==> src/rtl/twg_pkg.sv <==
package twg_pkg;

   localparam real PI = 3.14159265358979323846;

   // Power series evaluation, used only for elaboration-time constants.
   function automatic real f_cos(input real x);
      real term;
      real acc;
      term = 1.0;
      acc  = 1.0;
      for (int k = 1; k <= 24; k++) begin
         term = -term * x * x / real'((2 * k - 1) * (2 * k));
         acc  = acc + term;
      end
      return acc;
   endfunction

   function automatic real f_sin(input real x);
      real term;
      real acc;
      term = x;
      acc  = x;
      for (int k = 1; k <= 24; k++) begin
         term = -term * x * x / real'((2 * k) * (2 * k + 1));
         acc  = acc + term;
      end
      return acc;
   endfunction

   // Round to nearest at 'frac' fractional bits, clip to a signed 'width' range.
   function automatic longint f_quant(input real v, input int frac, input int width);
      real    q;
      longint r;
      longint hi;
      longint lo;
      q  = v * real'(longint'(1) << frac);
      if (q >= 0.0) r = longint'($rtoi(q + 0.5));
      else          r = -longint'($rtoi(0.5 - q));
      hi = (longint'(1) << (width - 1)) - 1;
      lo = -(longint'(1) << (width - 1));
      if (r > hi) r = hi;
      if (r < lo) r = lo;
      return r;
   endfunction

endpackage

==> src/rtl/twg_pt_rom.sv <==
module twg_pt_rom
   import twg_pkg::*;
#(
   parameter int SW    = 24,
   parameter int SEL_W = 3
)(
   input  logic [SEL_W-1:0]     sel_i,
   output logic signed [SW-1:0] re_o,
   output logic signed [SW-1:0] im_o
);
   localparam int NPT = 1 << SEL_W;

   logic signed [SW-1:0] tbl_re [NPT];
   logic signed [SW-1:0] tbl_im [NPT];

   // Point m sits at angle -pi*m/NPT, the start of segment m.
   for (genvar m = 0; m < NPT; m++) begin : g_pt
      localparam real ANG = PI * real'(m) / real'(NPT);
      assign tbl_re[m] = SW'(f_quant(f_cos(ANG), SW - 1, SW));
      assign tbl_im[m] = SW'(f_quant(-f_sin(ANG), SW - 1, SW));
   end

   assign re_o = tbl_re[sel_i];
   assign im_o = tbl_im[sel_i];

endmodule

==> src/rtl/twg_rot_mul.sv <==
module twg_rot_mul #(
   parameter int SW = 24,
   parameter int CW = 32,
   parameter int CF = 30
)(
   input  logic signed [SW-1:0] a_re,
   input  logic signed [SW-1:0] a_im,
   input  logic signed [CW-1:0] b_re,
   input  logic signed [CW-1:0] b_im,
   output logic signed [SW-1:0] y_re,
   output logic signed [SW-1:0] y_im
);
   localparam int PW = SW + CW + 1;
   localparam logic signed [PW-1:0] HALF = PW'(1) <<< (CF - 1);
   localparam logic signed [PW-1:0] MAXV = (PW'(1) <<< (SW - 1)) - PW'(1);
   localparam logic signed [PW-1:0] MINV = -(PW'(1) <<< (SW - 1));

   logic signed [PW-1:0] p_rr, p_ii, p_ri, p_ir;
   logic signed [PW-1:0] s_re, s_im, r_re, r_im;

   function automatic logic signed [SW-1:0] f_clip(input logic signed [PW-1:0] v);
      if (v > MAXV)      return MAXV[SW-1:0];
      else if (v < MINV) return MINV[SW-1:0];
      else               return v[SW-1:0];
   endfunction

   always_comb begin
      p_rr = PW'(a_re) * PW'(b_re);
      p_ii = PW'(a_im) * PW'(b_im);
      p_ri = PW'(a_re) * PW'(b_im);
      p_ir = PW'(a_im) * PW'(b_re);
      s_re = p_rr - p_ii + HALF;
      s_im = p_ri + p_ir + HALF;
      r_re = s_re >>> CF;
      r_im = s_im >>> CF;
      y_re = f_clip(r_re);
      y_im = f_clip(r_im);
   end

endmodule

==> src/rtl/twg_out_pipe.sv <==
module twg_out_pipe #(
   parameter int DW  = 49,
   parameter int LAT = 3
)(
   input  logic          clk,
   input  logic          rst_n,
   input  logic          vld_i,
   input  logic [DW-1:0] data_i,
   output logic          vld_o,
   output logic [DW-1:0] data_o
);
   localparam int CNT_W = $clog2(LAT + 2);

   logic [DW-1:0]  dat_q [LAT];
   logic [LAT-1:0] vld_q;

   for (genvar g = 0; g < LAT; g++) begin : g_stage
      if (g == 0) begin : g_head
         always_ff @(posedge clk or negedge rst_n) begin
            if (!rst_n) begin
               vld_q[g] <= 1'b0;
               dat_q[g] <= '0;
            end else begin
               vld_q[g] <= vld_i;
               dat_q[g] <= data_i;
            end
         end
      end else begin : g_body
         always_ff @(posedge clk or negedge rst_n) begin
            if (!rst_n) begin
               vld_q[g] <= 1'b0;
               dat_q[g] <= '0;
            end else begin
               vld_q[g] <= vld_q[g-1];
               dat_q[g] <= dat_q[g-1];
            end
         end
      end
   end

   assign vld_o  = vld_q[LAT-1];
   assign data_o = dat_q[LAT-1];

   // In-flight accounting: accepted requests minus delivered results.
   logic [CNT_W-1:0] infl_q;
   always_ff @(posedge clk or negedge rst_n) begin
      if (!rst_n) infl_q <= '0;
      else        infl_q <= infl_q + CNT_W'(vld_i) - CNT_W'(vld_o);
   end

   p_inflight_bound_r2: assert property (@(posedge clk) disable iff (!rst_n)
      infl_q <= CNT_W'(LAT));
   p_no_orphan_valid_r2: assert property (@(posedge clk) disable iff (!rst_n)
      vld_o |-> infl_q != '0);

endmodule

==> src/rtl/twg_recursive_gen.sv <==
module twg_recursive_gen
   import twg_pkg::*;
#(
   parameter int LOG2_N   = 14,
   parameter int OUT_W    = 18,
   parameter int STATE_W  = 24,
   parameter int STEP_W   = 32,
   parameter int LOG2_SEG = 10,
   parameter int LAT      = 3
)(
   input  logic                    clk,
   input  logic                    rst_n,
   input  logic                    start_i,
   input  logic                    adv_i,
   output logic signed [OUT_W-1:0] coef_re_o,
   output logic signed [OUT_W-1:0] coef_im_o,
   output logic [LOG2_N-2:0]       coef_idx_o,
   output logic                    coef_vld_o
);
   localparam int  IDX_W     = LOG2_N - 1;
   localparam int  SEL_W     = IDX_W - LOG2_SEG;
   localparam int  STEP_FRAC = STEP_W - 2;
   localparam int  RND_D     = STATE_W - OUT_W;
   localparam int  DW        = 2 * OUT_W + IDX_W;
   localparam real STEP_ANG  = 2.0 * PI / real'(longint'(1) << LOG2_N);

   localparam logic signed [STEP_W-1:0]  STEP_RE =
      STEP_W'(f_quant(f_cos(STEP_ANG), STEP_FRAC, STEP_W));
   localparam logic signed [STEP_W-1:0]  STEP_IM =
      STEP_W'(f_quant(-f_sin(STEP_ANG), STEP_FRAC, STEP_W));
   localparam logic signed [STATE_W-1:0] PT0_RE =
      STATE_W'(f_quant(1.0, STATE_W - 1, STATE_W));
   localparam logic signed [STATE_W-1:0] PT0_IM = '0;

   // Elaboration-time parameter checks
   if (LOG2_N < 4)                begin : g_chk_n    $error("LOG2_N must be at least 4"); end
   if (SEL_W < 1)                 begin : g_chk_seg  $error("segments must be shorter than the sequence"); end
   if (LOG2_SEG < 1)              begin : g_chk_seg1 $error("LOG2_SEG must be at least 1"); end
   if (OUT_W < 8)                 begin : g_chk_ow   $error("OUT_W must be at least 8"); end
   if (STATE_W < OUT_W)           begin : g_chk_sw   $error("STATE_W must not be below OUT_W"); end
   if (STATE_W > 31)              begin : g_chk_swm  $error("STATE_W must not exceed 31"); end
   if (STEP_W < 8 || STEP_W > 32) begin : g_chk_cw   $error("STEP_W must lie in 8..32"); end
   if (LAT < 1)                   begin : g_chk_lat  $error("LAT must be at least 1"); end

   logic [IDX_W-1:0]          idx_q, idx_nxt;
   logic signed [STATE_W-1:0] st_re, st_im;
   logic signed [STATE_W-1:0] mul_re, mul_im;
   logic signed [STATE_W-1:0] pt_re, pt_im;
   logic signed [OUT_W-1:0]   o_re, o_im;
   logic                      take, seg_edge;
   logic [DW-1:0]             pipe_q;

   assign take     = adv_i & ~start_i;
   assign idx_nxt  = idx_q + 1'b1;
   assign seg_edge = (idx_nxt[LOG2_SEG-1:0] == '0);

   twg_pt_rom #(.SW(STATE_W), .SEL_W(SEL_W)) u_rom (
      .sel_i (idx_nxt[IDX_W-1 -: SEL_W]),
      .re_o  (pt_re),
      .im_o  (pt_im)
   );

   twg_rot_mul #(.SW(STATE_W), .CW(STEP_W), .CF(STEP_FRAC)) u_mul (
      .a_re (st_re),
      .a_im (st_im),
      .b_re (STEP_RE),
      .b_im (STEP_IM),
      .y_re (mul_re),
      .y_im (mul_im)
   );

   always_ff @(posedge clk or negedge rst_n) begin
      if (!rst_n) begin
         idx_q <= '0;
         st_re <= PT0_RE;
         st_im <= PT0_IM;
      end else if (start_i) begin
         idx_q <= '0;
         st_re <= PT0_RE;
         st_im <= PT0_IM;
      end else if (adv_i) begin
         idx_q <= idx_nxt;
         st_re <= seg_edge ? pt_re : mul_re;
         st_im <= seg_edge ? pt_im : mul_im;
      end
   end

   // Round the guarded state down to the output width.
   if (RND_D == 0) begin : g_pass
      assign o_re = st_re;
      assign o_im = st_im;
   end else begin : g_round
      localparam int EW = STATE_W + 1;
      localparam logic signed [EW-1:0] HALF = EW'(1) <<< (RND_D - 1);
      localparam logic signed [EW-1:0] OMAX = EW'((longint'(1) << (OUT_W - 1)) - 1);
      localparam logic signed [EW-1:0] OMIN = EW'(-(longint'(1) << (OUT_W - 1)));
      logic signed [EW-1:0] w_re, w_im;
      always_comb begin
         w_re = (EW'(st_re) + HALF) >>> RND_D;
         w_im = (EW'(st_im) + HALF) >>> RND_D;
      end
      assign o_re = (w_re > OMAX) ? OUT_W'(OMAX) : (w_re < OMIN) ? OUT_W'(OMIN) : w_re[OUT_W-1:0];
      assign o_im = (w_im > OMAX) ? OUT_W'(OMAX) : (w_im < OMIN) ? OUT_W'(OMIN) : w_im[OUT_W-1:0];
   end

   twg_out_pipe #(.DW(DW), .LAT(LAT)) u_pipe (
      .clk    (clk),
      .rst_n  (rst_n),
      .vld_i  (take),
      .data_i ({o_re, o_im, idx_q}),
      .vld_o  (coef_vld_o),
      .data_o (pipe_q)
   );

   assign coef_re_o  = pipe_q[DW-1 -: OUT_W];
   assign coef_im_o  = pipe_q[DW-OUT_W-1 -: OUT_W];
   assign coef_idx_o = pipe_q[IDX_W-1:0];

   p_start_rewinds_r8: assert property (@(posedge clk) disable iff (!rst_n)
      start_i |=> (idx_q == '0) && (st_re == PT0_RE) && (st_im == PT0_IM));
   p_start_beats_adv_r7: assert property (@(posedge clk) disable iff (!rst_n)
      (start_i && adv_i) |=> idx_q == '0);
   p_index_steps_r3: assert property (@(posedge clk) disable iff (!rst_n)
      take |=> idx_q == IDX_W'($past(idx_q) + 1'b1));
   p_idle_holds_r6: assert property (@(posedge clk) disable iff (!rst_n)
      (!adv_i && !start_i) |=> $stable(idx_q) && $stable(st_re) && $stable(st_im));
   p_segment_reload_r5: assert property (@(posedge clk) disable iff (!rst_n)
      (take && (&idx_q[LOG2_SEG-1:0])) |=> (st_re == $past(pt_re)) && (st_im == $past(pt_im)));
   p_first_point_r1: assert property (@(posedge clk) disable iff (!rst_n)
      (idx_q == '0) |-> (st_re == PT0_RE) && (st_im == PT0_IM));

endmodule

==> config.mk <==
export PLATFORM = sky130hd
export DESIGN_NAME = twg_recursive_gen
export DESIGN_NICKNAME = d
export VERILOG_FILES = /design/src/rtl/twg_pkg.sv /design/src/rtl/twg_pt_rom.sv /design/src/rtl/twg_rot_mul.sv /design/src/rtl/twg_out_pipe.sv /design/src/rtl/twg_recursive_gen.sv
export SDC_FILE = /design/constraint.sdc
export NUM_CORES = 2
export LEC_CHECK = 0
export ABC_AREA = 1
export BUFFER_PORTS_ARGS = -buffer_cell sky130_fd_sc_hd__buf_2
export CORE_UTILIZATION = 40
export CTS_CLUSTER_SIZE = 14
export DETAILED_ROUTE_END_ITERATION = 8
export SYNTH_ARGS = -nofsm -noshare
export SYNTH_HDL_FRONTEND = slang
export SYNTH_SLANG_ARGS = --single-unit
export TNS_END_PERCENT = 5
==> constraint.sdc <==
create_clock -name clk -period 16.7 [get_ports clk]
set_input_delay 5.01 -clock clk [delete_from_list [all_inputs] [get_ports clk]]
set_output_delay 5.01 -clock clk [all_outputs]
set_load 0.03 [all_outputs]
==> results.tsv <==
stage	metric	value	unit
timing	fin. max-slew vios	0	
logic_synthesis	Net Count, Synth	8403	
placed_design	HPWL after DPL	145000	microns
setup_path	crit end category	register	
logic_synthesis	Area contributors post-synth	fa_1, ha_1, inv_1	
route	DR vias	42652	
cts	worst skew pair latency	0.57	ns
route	Via density	5.08	
logic_synthesis	Primary FF master, synth	dfrtp_1	
hold_path	Hold Crit Start	u_pipe.dat_q[60]	
timing	setup TNS	0	ns
status	status	finished, final reports clean	
logic_synthesis	Gate Count Post-Synth	6554	
grt	vias in the first global route	45071	
placed_design	pre-CTS setup slack	5.54	ns
grt	initial antenna violation count	1	
setup_path	CP startpoint kind	register	
grt	GRT Util Overall	23.8	%
logic_synthesis	most frequent cells after synthesis	inv_1, nand2_1, ha_1	
logic_synthesis	most numerous cell in the Yosys netlist	inv_1	
setup_path	R2R Path Start	st_im[11]	
finish	layout cells sized above 1	3.47	%
grt	largest net degree at the start of global routing	112	
flow_run	MaxCap Viol Count	0	
finish	FF/Latch Area	5310	sq um
logic_synthesis	Synth Warn #	0	
cts	Post-CTS Resized	0	
finish	Fillers	13823	
logic_synthesis	top cell type's share of synthesized area	31.2	%
cts	CTS tree	built	
route	overall routed net length	164000	microns
setup_path	CP max stage cell	dfrtp_1	
floorplan	Die Span Y	374	microns
cts	CTS Root Cell	clkbuf_16	
logic_synthesis	ys async rst share	100	%
floorplan	die width	374	microns
route	DRT antenna net count	0	
timing	Slew @ Worst Pin	1.04	ns
timing	Max Fclk	0.0877	GHz
placed_design	GP Congestion	0.975	
setup_path	WS Path Type	reg -> reg	
timing	fin worst setup slack	5.30	ns
setup_path	Slowest Stage Delay on Critical Path	0.96	ns
timing	RSZ-0062 raised after global routing	false	
logic_synthesis	synthesized area	55300	sq um
timing	relative slew slack	30.5	%
finish	Final #Nets	8428	
timing	worst hold slack	0.346	ns
timing	setup violators final	0	
cts	post-CTS setup buffer count	0	
setup_path	Crit path arrival time	11.87	ns
route	First-pass DRT Iterations	7	
setup_path	WP data required	17.16	ns
floorplan	I/O pin cnt	54	
placed_design	PortBufs	53	
cts	Clock Pin Slew Worst Setup and Hold Paths	0.06	ns
timing	Tmin final	11.40	ns
logic_synthesis	synthesized flop and latch total	211	
setup_path	flop-to-flop setup slack	5.30	ns
logic_synthesis	Avg Synthesized Cell Area	8.43	sq um
logic_synthesis	post-synthesis sequential area ratio	9.60	%
grt	Overflow after GRT	0	
floorplan	initial core utilization	40.3	%
logic_synthesis	Distinct cells, synth	57	
route	wire per inst	19.5	microns
hold_path	hold path depth	0	
cts	Sink Count	211	
grt	first-pass GRT wire length	257000	microns
timing	Worst Clk Skew	0.0127	ns
finish	P&R area growth vs syn	5.38	%
setup_path	most frequent CP cell	nand2_1	
route	first-iteration detailed-routing DRC count	2802	
setup_path	reg-to-reg endpoint	st_im[0]	
finish	Multi-input gate area	43400	sq um
hold_path	Hold Crit Class	reg -> reg	
cts	hold buffer count at CTS	0	
cts	clock buffer depth	3	
floorplan	die area	140000	sq um
hold_path	Hold EP	u_pipe.data_o[11]	
setup_path	R2R cell count	38	
timing	Hold Violations, Final	0	
setup_path	crit-path max FO	22	
cts	htree depth	1	
route	DRC	0	
logic_synthesis	number of synthesized flops with an enable pin	0	
floorplan	Core Box Area	137000	sq um
floorplan	Cell Rows	136	
logic_synthesis	biggest area consumer among synthesized cells	fa_1	
timing	Final Cycle Share	68.3	%
finish	ant diodes	0	
cts	CTS buffer count	24	
[layer usage]
metal  share of wire (%)  vias up  GRT usage, %
li1                    -    20298             -
met1                  44    21207          31.8
met2                  49      954          41.4
met3                 3.8      193          1.83
met4                 3.1        0          6.25
met5                   0        -             0
[worst max path at each step]
stage          depth (start not counted)      start  slack [ns]        end
2_1_floorplan                         41  st_re[23]        7.64  st_re[10]
3_3_place_gp                          38  st_im[11]        5.62  st_im[21]
3_5_place_dp                          38  st_im[11]        5.54   st_im[0]
4_1_cts                               38  st_im[11]        5.49   st_im[0]
5_1_grt                               38  st_im[11]        4.83  st_im[11]
6_report                              38  st_im[11]        5.30   st_im[0]
[stage by stage]
stage,area (sq um),util (%),std cells
after floorplan,55300,-,6554
after global placement,57400,41.8,8347
after detailed placement,57400,41.8,8347
after CTS,58300,42.4,8389
after global routing,58300,42.4,8389
final,58300,42.4,8389
[registers in the layout (all words and copies together) (netlist names)]
| name | count |
|---|---|
| u_pipe.data_o | 49 |
| u_pipe.vld_o | 1 |
| u_pipe.dat_q | 98 |
| st_re | 24 |
| idx_q | 13 |
| st_im | 24 |
| u_pipe.vld_q | 2 |
[cell families (layout without fill, tap and decap cells)]
kind of cell,after synthesis,count (layout),synth area share (%)
adder cells (fa/ha/maj),1845,1845,53.5
AND/OR/NAND/NOR,1784,1784,13.3
buffers and inverters,1679,1720,11.8
AO/OA/AOI/OAI,780,780,7.76
XOR/XNOR,255,255,4.04
flip-flops,211,211,9.60
[layout make-up]
class	instances	share of cell area, %
clock buffer	31	1.16
sequential	211	9.12
timing repair buffer	73	0.730
multi-input combinational	4664	74.6
inverter	1605	10.3
tap	1794	3.85
clock inverter	11	0.236
[cell usage in the layout (no fill, tap or decap), types with 8 or more instances in the layout]
master and instances:
nor3_1 39, ha_1 983, nand2_1 1043, nand4_1 30, nor3_2 14, dfrtp_1 186, o21bai_1 28, clkbuf_16 24
a31oi_1 31, nor2_1 431, or2_2 21, dfstp_2 23, nand3_1 134, a21boi_0 8, a21oi_1 386, buf_4 20
o21ai_1 13, xor2_1 161, inv_2 13, o211ai_1 13, a21o_1 32, nor2_2 20, o21a_1 20, inv_1 1590
nor4_1 18, o21ai_0 220, fa_1 862, buf_2 52, xnor2_1 93
[critical path: cells and delay by family (launching register included)]
family | cells | cell delay, ns
fa+ha+maj | 10 | 5.47
simple gates | 18 | 2.48
compound gates | 2 | 1.08
flops | 1 | 0.96
buf+inv | 7 | 0.83
xor+xnor | 1 | 0.43
Power is not shown: default switching activity piles up to over one toggle a cycle in this logic, so the estimate is an artifact.
